## src/rtl/sbd_pkg.sv

```systemverilog
package sbd_pkg;
  localparam int unsigned DRV_PC   = 0;
  localparam int unsigned DRV_SP   = 1;
  localparam int unsigned DRV_MAR  = 2;
  localparam int unsigned DRV_MBR  = 3;
  localparam int unsigned DRV_IR   = 4;
  localparam int unsigned DRV_Y    = 5;
  localparam int unsigned DRV_Z    = 6;
  localparam int unsigned DRV_GPR0 = 7;

  localparam int unsigned LD_PC   = 0;
  localparam int unsigned LD_SP   = 1;
  localparam int unsigned LD_MAR  = 2;
  localparam int unsigned LD_MBR  = 3;
  localparam int unsigned LD_IR   = 4;
  localparam int unsigned LD_Y    = 5;
  localparam int unsigned LD_GPR0 = 6;

  typedef enum logic [2:0] {
    ALU_ADD  = 3'd0,
    ALU_SUB  = 3'd1,
    ALU_AND  = 3'd2,
    ALU_OR   = 3'd3,
    ALU_XOR  = 3'd4,
    ALU_PASS = 3'd5,
    ALU_INC  = 3'd6,
    ALU_DEC  = 3'd7
  } alu_op_e;
endpackage

```

## src/rtl/sbd_alu.sv

```systemverilog
module sbd_alu
  import sbd_pkg::*;
#(
  parameter int unsigned W = 8
) (
  input  logic [W-1:0] a_i,
  input  logic [W-1:0] b_i,
  input  logic [2:0]   op_i,
  output logic [W-1:0] res_o
);
  localparam logic [W-1:0] ONE = W'(1);

  always_comb begin
    unique case (alu_op_e'(op_i))
      ALU_ADD:  res_o = a_i + b_i;
      ALU_SUB:  res_o = a_i - b_i;
      ALU_AND:  res_o = a_i & b_i;
      ALU_OR:   res_o = a_i | b_i;
      ALU_XOR:  res_o = a_i ^ b_i;
      ALU_PASS: res_o = b_i;
      ALU_INC:  res_o = b_i + ONE;
      ALU_DEC:  res_o = b_i - ONE;
      default:  res_o = b_i;
    endcase
  end
endmodule

```

## src/rtl/sbd_bus.sv

```systemverilog
module sbd_bus #(
  parameter int unsigned W       = 8,
  parameter int unsigned NUM_SRC = 11
) (
  input  logic [NUM_SRC-1:0][W-1:0] src_i,
  input  logic [NUM_SRC-1:0]        drive_en_i,
  output logic [W-1:0]              bus_o,
  output logic                      err_o
);
  localparam int unsigned CW = $clog2(NUM_SRC + 1);

  logic [CW-1:0] n_drv;

  // wired-OR; value is meaningless when err_o is high
  always_comb begin
    bus_o = '0;
    n_drv = '0;
    for (int i = 0; i < int'(NUM_SRC); i++) begin
      if (drive_en_i[i]) begin
        bus_o = bus_o | src_i[i];
        n_drv = n_drv + CW'(1);
      end
    end
  end

  assign err_o = (n_drv > CW'(1));
endmodule

```

## src/rtl/sbd_mem_port.sv

```systemverilog
module sbd_mem_port (
  input  logic clk_i,
  input  logic rst_ni,
  input  logic rd_req_i,
  input  logic rdy_i,
  output logic rd_o,
  output logic mbr_fill_o
);
  logic pend_q;

  always_ff @(posedge clk_i or negedge rst_ni) begin
    if (!rst_ni)                pend_q <= 1'b0;
    else if (pend_q && rdy_i)   pend_q <= 1'b0;
    else if (!pend_q && rd_req_i) pend_q <= 1'b1;
  end

  assign rd_o       = pend_q;
  assign mbr_fill_o = pend_q & rdy_i;
endmodule

```

## src/rtl/single_bus_datapath.sv

```systemverilog
module single_bus_datapath
  import sbd_pkg::*;
#(
  parameter int unsigned W       = 8,
  parameter int unsigned NUM_GPR = 4,
  localparam int unsigned NUM_SRC = DRV_GPR0 + NUM_GPR,
  localparam int unsigned NUM_DST = LD_GPR0 + NUM_GPR
) (
  input  logic               clk_i,
  input  logic               rst_ni,
  input  logic [NUM_SRC-1:0] drive_en_i,
  input  logic [NUM_DST-1:0] load_en_i,
  input  logic               z_ld_i,
  input  logic [2:0]         alu_op_i,
  input  logic               mem_rd_req_i,
  input  logic               mem_wr_req_i,
  input  logic               mem_rdy_i,
  input  logic [W-1:0]       mem_rdata_i,
  output logic [W-1:0]       mem_addr_o,
  output logic               mem_rd_o,
  output logic               mem_wr_o,
  output logic [W-1:0]       mem_wdata_o,
  output logic [W-1:0]       bus_o,
  output logic               bus_err_o,
  output logic [W-1:0]       ir_o
);
  logic [W-1:0] pc_q, sp_q, mar_q, mbr_q, ir_q, y_q, z_q;
  logic [NUM_GPR-1:0][W-1:0] gpr_q;
  logic [NUM_SRC-1:0][W-1:0] src;
  logic [W-1:0] bus, alu_res;
  logic         mbr_fill;

  assign src[DRV_PC]  = pc_q;
  assign src[DRV_SP]  = sp_q;
  assign src[DRV_MAR] = mar_q;
  assign src[DRV_MBR] = mbr_q;
  assign src[DRV_IR]  = ir_q;
  assign src[DRV_Y]   = y_q;
  assign src[DRV_Z]   = z_q;

  sbd_bus #(.W(W), .NUM_SRC(NUM_SRC)) u_bus (
    .src_i      (src),
    .drive_en_i (drive_en_i),
    .bus_o      (bus),
    .err_o      (bus_err_o)
  );

  sbd_alu #(.W(W)) u_alu (
    .a_i   (y_q),
    .b_i   (bus),
    .op_i  (alu_op_i),
    .res_o (alu_res)
  );

  sbd_mem_port u_mem (
    .clk_i      (clk_i),
    .rst_ni     (rst_ni),
    .rd_req_i   (mem_rd_req_i),
    .rdy_i      (mem_rdy_i),
    .rd_o       (mem_rd_o),
    .mbr_fill_o (mbr_fill)
  );

  always_ff @(posedge clk_i or negedge rst_ni) begin
    if (!rst_ni) begin
      pc_q  <= '0;
      sp_q  <= '0;
      mar_q <= '0;
      ir_q  <= '0;
      y_q   <= '0;
      z_q   <= '0;
    end else begin
      if (load_en_i[LD_PC])  pc_q  <= bus;
      if (load_en_i[LD_SP])  sp_q  <= bus;
      if (load_en_i[LD_MAR]) mar_q <= bus;
      if (load_en_i[LD_IR])  ir_q  <= bus;
      if (load_en_i[LD_Y])   y_q   <= bus;
      if (z_ld_i)            z_q   <= alu_res;
    end
  end

  // memory return has priority over a bus load
  always_ff @(posedge clk_i or negedge rst_ni) begin
    if (!rst_ni)                mbr_q <= '0;
    else if (mbr_fill)          mbr_q <= mem_rdata_i;
    else if (load_en_i[LD_MBR]) mbr_q <= bus;
  end

  for (genvar g = 0; g < NUM_GPR; g++) begin : g_gpr
    assign src[DRV_GPR0+g] = gpr_q[g];
    always_ff @(posedge clk_i or negedge rst_ni) begin
      if (!rst_ni)                   gpr_q[g] <= '0;
      else if (load_en_i[LD_GPR0+g]) gpr_q[g] <= bus;
    end
  end

  assign bus_o       = bus;
  assign ir_o        = ir_q;
  assign mem_addr_o  = mar_q;
  assign mem_wdata_o = mbr_q;
  assign mem_wr_o    = mem_wr_req_i;
endmodule

```

## config.mk

```make
export PLATFORM = sky130hd
export DESIGN_NAME = single_bus_datapath
export DESIGN_NICKNAME = d
export VERILOG_FILES = /design/src/rtl/sbd_pkg.sv /design/src/rtl/sbd_alu.sv /design/src/rtl/sbd_bus.sv /design/src/rtl/sbd_mem_port.sv /design/src/rtl/single_bus_datapath.sv
export SDC_FILE = /design/constraint.sdc
export NUM_CORES = 1
export LEC_CHECK = 0
export BUFFER_PORTS_ARGS = -buffer_cell sky130_fd_sc_hd__buf_2
export CORE_MARGIN = 2
export CORE_UTILIZATION = 50
export CTS_BUF_LIST = sky130_fd_sc_hd__clkbuf_4 sky130_fd_sc_hd__clkbuf_8
export DETAILED_ROUTE_END_ITERATION = 6
export PLACE_DENSITY = 0.69
export SYNTH_ARGS = -nofsm -noshare
export SYNTH_HDL_FRONTEND = slang
export SYNTH_SLANG_ARGS = --single-unit
```

## constraint.sdc

```tcl
create_clock -name clk_i -period 26 [get_ports clk_i]
set_input_delay 6.5 -clock clk_i [delete_from_list [all_inputs] [get_ports clk_i]]
set_output_delay 6.5 -clock clk_i [all_outputs]
set_load 0.03 [all_outputs]
```

==> qor.txt <==
RSZ-0062 raised after global routing: no
CTS tree: done
Crit path largest cell delay: 0.39 ns
CTS Buffer Depth: 2
Starting Density: 50.85%
Crit-path slowest cell: ha_1
achievable frequency: 0.05199 GHz
post-route cell area: 6446 um2
Critical Path Fanout Max: 10
share of post-route cells with drive strength above 1: 14.33%
first-pass iteration count of the detailed router: 7
DR WL/cell: 18.63 um
initial antenna violation count: 0
max-slew violations: 0
# hold bufs at CTS: 0
Area contributors post-synth: dfrtp_1, ha_1, a21oi_1, nor2_1, xnor2_1
Vert. Die Dim: 114.1 um
Avg Cell Area, Syn: 8.567 um2
CTS Buf Count: 9
failing checks: DRC
outcome: complete, but fails checks
post-cts resize count: 0
clk sinks: 89
HP Class: register to register
final period utilization: 73.98%
top_reg_cell synth: dfrtp_1
crit path launch: drive_en_i[1]
Worst Max-Slew Pin Slew: 1.100 ns
critical path launch point type: input pin
Post-synth EDFFs: 0
CTS clk-pin slew, worst paths: 0.10 ns
clk_lat worst skew: 0.36 ns
r2r setup slk: 22.16 ns
Setup TNS: 0 ns
Critical Path End: bus_err_o
reg2reg start: y_q[0]$_DFFE_PN0P_
LEAKAGE: 2.525 nW
syn nets: 791
power after layout: 0.0003462 W
GPL Wtd Cong: 0.8647
Die X: 114.1 um
Placement Cell Area: 6243 um2
maximum VDD drop: 0.03110 mV
ys async rst share: 100.0%
Detail Route Antenna Nets: 0
Top Family by Delay on Critical Path: adder cells
grt ovf: 0
CP most frequent cell: ha_1
total die area: 13010 um2
vias in the first global route: 4952
Critical Path RT: 19.50 ns
Crit path buffers/inverters: 3
Syn. warnings: 0
vias per cell: 6.025
Root Driver: clkbuf_8
share of the synthesized area in the top cell type: 36.77%
Cells after Synth: 707
Max-slew headroom: 26.66%
Synth cell types: 57
vias after detailed routing: 5218
H-tree depth: 3
Netlist Area Pre-Place: 6057 um2
Crit. End Element: output port
DPL Wire Length: 11610 um
Crit. path cell count: 27
first-pass GRT wire length: 25720 um
port buffer count: 70
Synth area leader: dfrtp_1
nets@finish: 798
r2r worst-path depth: 13
final wirelength: 16140 um
minimum clock period: 19.23 ns
num ports: 73
max cap viols: 0
fill cell count: 1124
Seq/Total Area, Yosys: 36.77%
Core Area: 11910 um2
Final Hold Viols: 0
PwrDens: 53.71 nW/um2
total global-route track usage: 25.40%
post-CTS setup buffer count: 0
reg-to-reg endpoint: z_q[6]$_DFFE_PN0P_
diodes inserted: 0
FF+latch count, synth: 89
worst clock skew: 0.009106 ns
Synth-to-Final Area Change: 6.424%
WS Path Type: input pin to output port
endpoints failing setup: 0
critical path data arrival time: 12.73 ns
drt initial violations: 577
largest net degree at the start of global routing: 90
Remaining DRCs: 4
Core Rows: 40
## per-layer routing
| layer | routed length, um | up-vias | GRT usage, % |
|---|---|---|---|
| met5 | 0 | - | 0 |
| met1 | 7423 | 2544 | 37.28 |
| met4 | 391 | 0 | 7.967 |
| met3 | 999 | 37 | 3.494 |
| met2 | 7322 | 189 | 39.25 |
| li1 | - | 2448 | - |
## how the worst min path moves through the flow
stage,startpoint,end,slack [ns],cells past startpoint
after global placement,u_mem.rd_o$_DFFE_PN0P_,u_mem.rd_o$_DFFE_PN0P_,0.47,1
after CTS,u_mem.rd_o$_DFFE_PN0P_,u_mem.rd_o$_DFFE_PN0P_,0.51,1
after detailed placement,u_mem.rd_o$_DFFE_PN0P_,u_mem.rd_o$_DFFE_PN0P_,0.49,1
final,u_mem.rd_o$_DFFE_PN0P_,u_mem.rd_o$_DFFE_PN0P_,0.50,1
after floorplan,z_q[6]$_DFFE_PN0P_,z_q[6]$_DFFE_PN0P_,0.47,1
after global routing,u_mem.rd_o$_DFFE_PN0P_,u_mem.rd_o$_DFFE_PN0P_,0.54,1
## synthesized netlist by cell type (all sizes together) (3+ instances only)
master and number:
a211oi 5, a21oi 103, a221oi 13, a222oi 5, a22o 13, a22oi 7
a31oi 4, and3 7, buf 45, clkbuf 32, dfrtp 89, ha 44
inv 44, mux2 5, mux2i 3, nand2 41, nand2b 5, nand3 12
nand3b 4, nand4 4, nor2 96, nor2b 4, nor3 4, o211ai 4
o21ai 36, o21bai 6, o221ai 5, o22ai 4, xnor2 27, xnor3 3
xor2 7
## cells in the final DEF (no fill, tap or decap), types with 4 or more instances in the layout
master      n
a21oi_1   103
nor2_1     96
dfrtp_1    89
buf_2      69
ha_1       44
inv_1      43
nand2_1    41
o21ai_0    36
xnor2_1    25
a22o_1     13
a221oi_1   13
nand3_1    12
clkbuf_8    9
a22oi_1     7
and3_1      7
o21bai_1    6
a222oi_1    5
nand2b_1    5
o221ai_1    5
xor2_2      4
nand3b_1    4
nor3_1      4
a31oi_1     4
mux2_2      4
nand4_1     4
nor2b_1     4
o211ai_1    4
o22ai_1     4
buf_4       4
## metrics by stage
step,worst slack [ns],cells,utilization (%),hold WS (ns)
after CTS,6.829,866,54.12,0.5077
after detailed placement,6.856,850,52.42,0.4926
after global placement,7.080,850,52.42,0.4732
after global routing,6.321,866,54.12,0.5374
final,6.765,866,54.12,0.5004
after floorplan,7.165,707,-,0.4706
## sequential cells by signal, summed over array words and instances, names as in the netlist
signal,cells
gpr_q,32
pc_q,8
sp_q,8
u_mem.rd_o,1
ir_o,8
mem_addr_o,8
z_q,8
mem_wdata_o,8
y_q,8
## final cells by class
type                    instances  area [um2]  share of cell area (%)
repair buffers                 73       375.4                   5.823
multi-input cells             497        3292                   51.07
flip-flops and latches         89        2227                   34.55
clock buffers                   9       123.9                   1.922
well taps                     147       183.9                   2.853
inverters                      44       165.2                   2.562
clock inverters                 7       78.83                   1.223
## cells by family (layout without fill, tap and decap cells)
logic type               Yosys count  after routing  synth area share, %
AO/OA/AOI/OAI                    221            221                22.64
XOR/XNOR                          37             37                6.961
adder cells (fa/ha/maj)           46             46                9.750
buffers and inverters            121            133                9.130
flip-flops                        89             89                36.77
multiplexers                       8              8                1.425
AND/OR/NAND/NOR                  185            185                13.32
## power by group
group / internal, W / switching, W / total, W
Clock: 0.0000454 / 0.0000517 / 0.0000971
Combinational: 0.0000412 / 0.0000630 / 0.000104
Sequential: 0.000142 / 0.00000323 / 0.000145
Total: 0.000228 / 0.000118 / 0.000346
(Power assumes the default switching activity.)
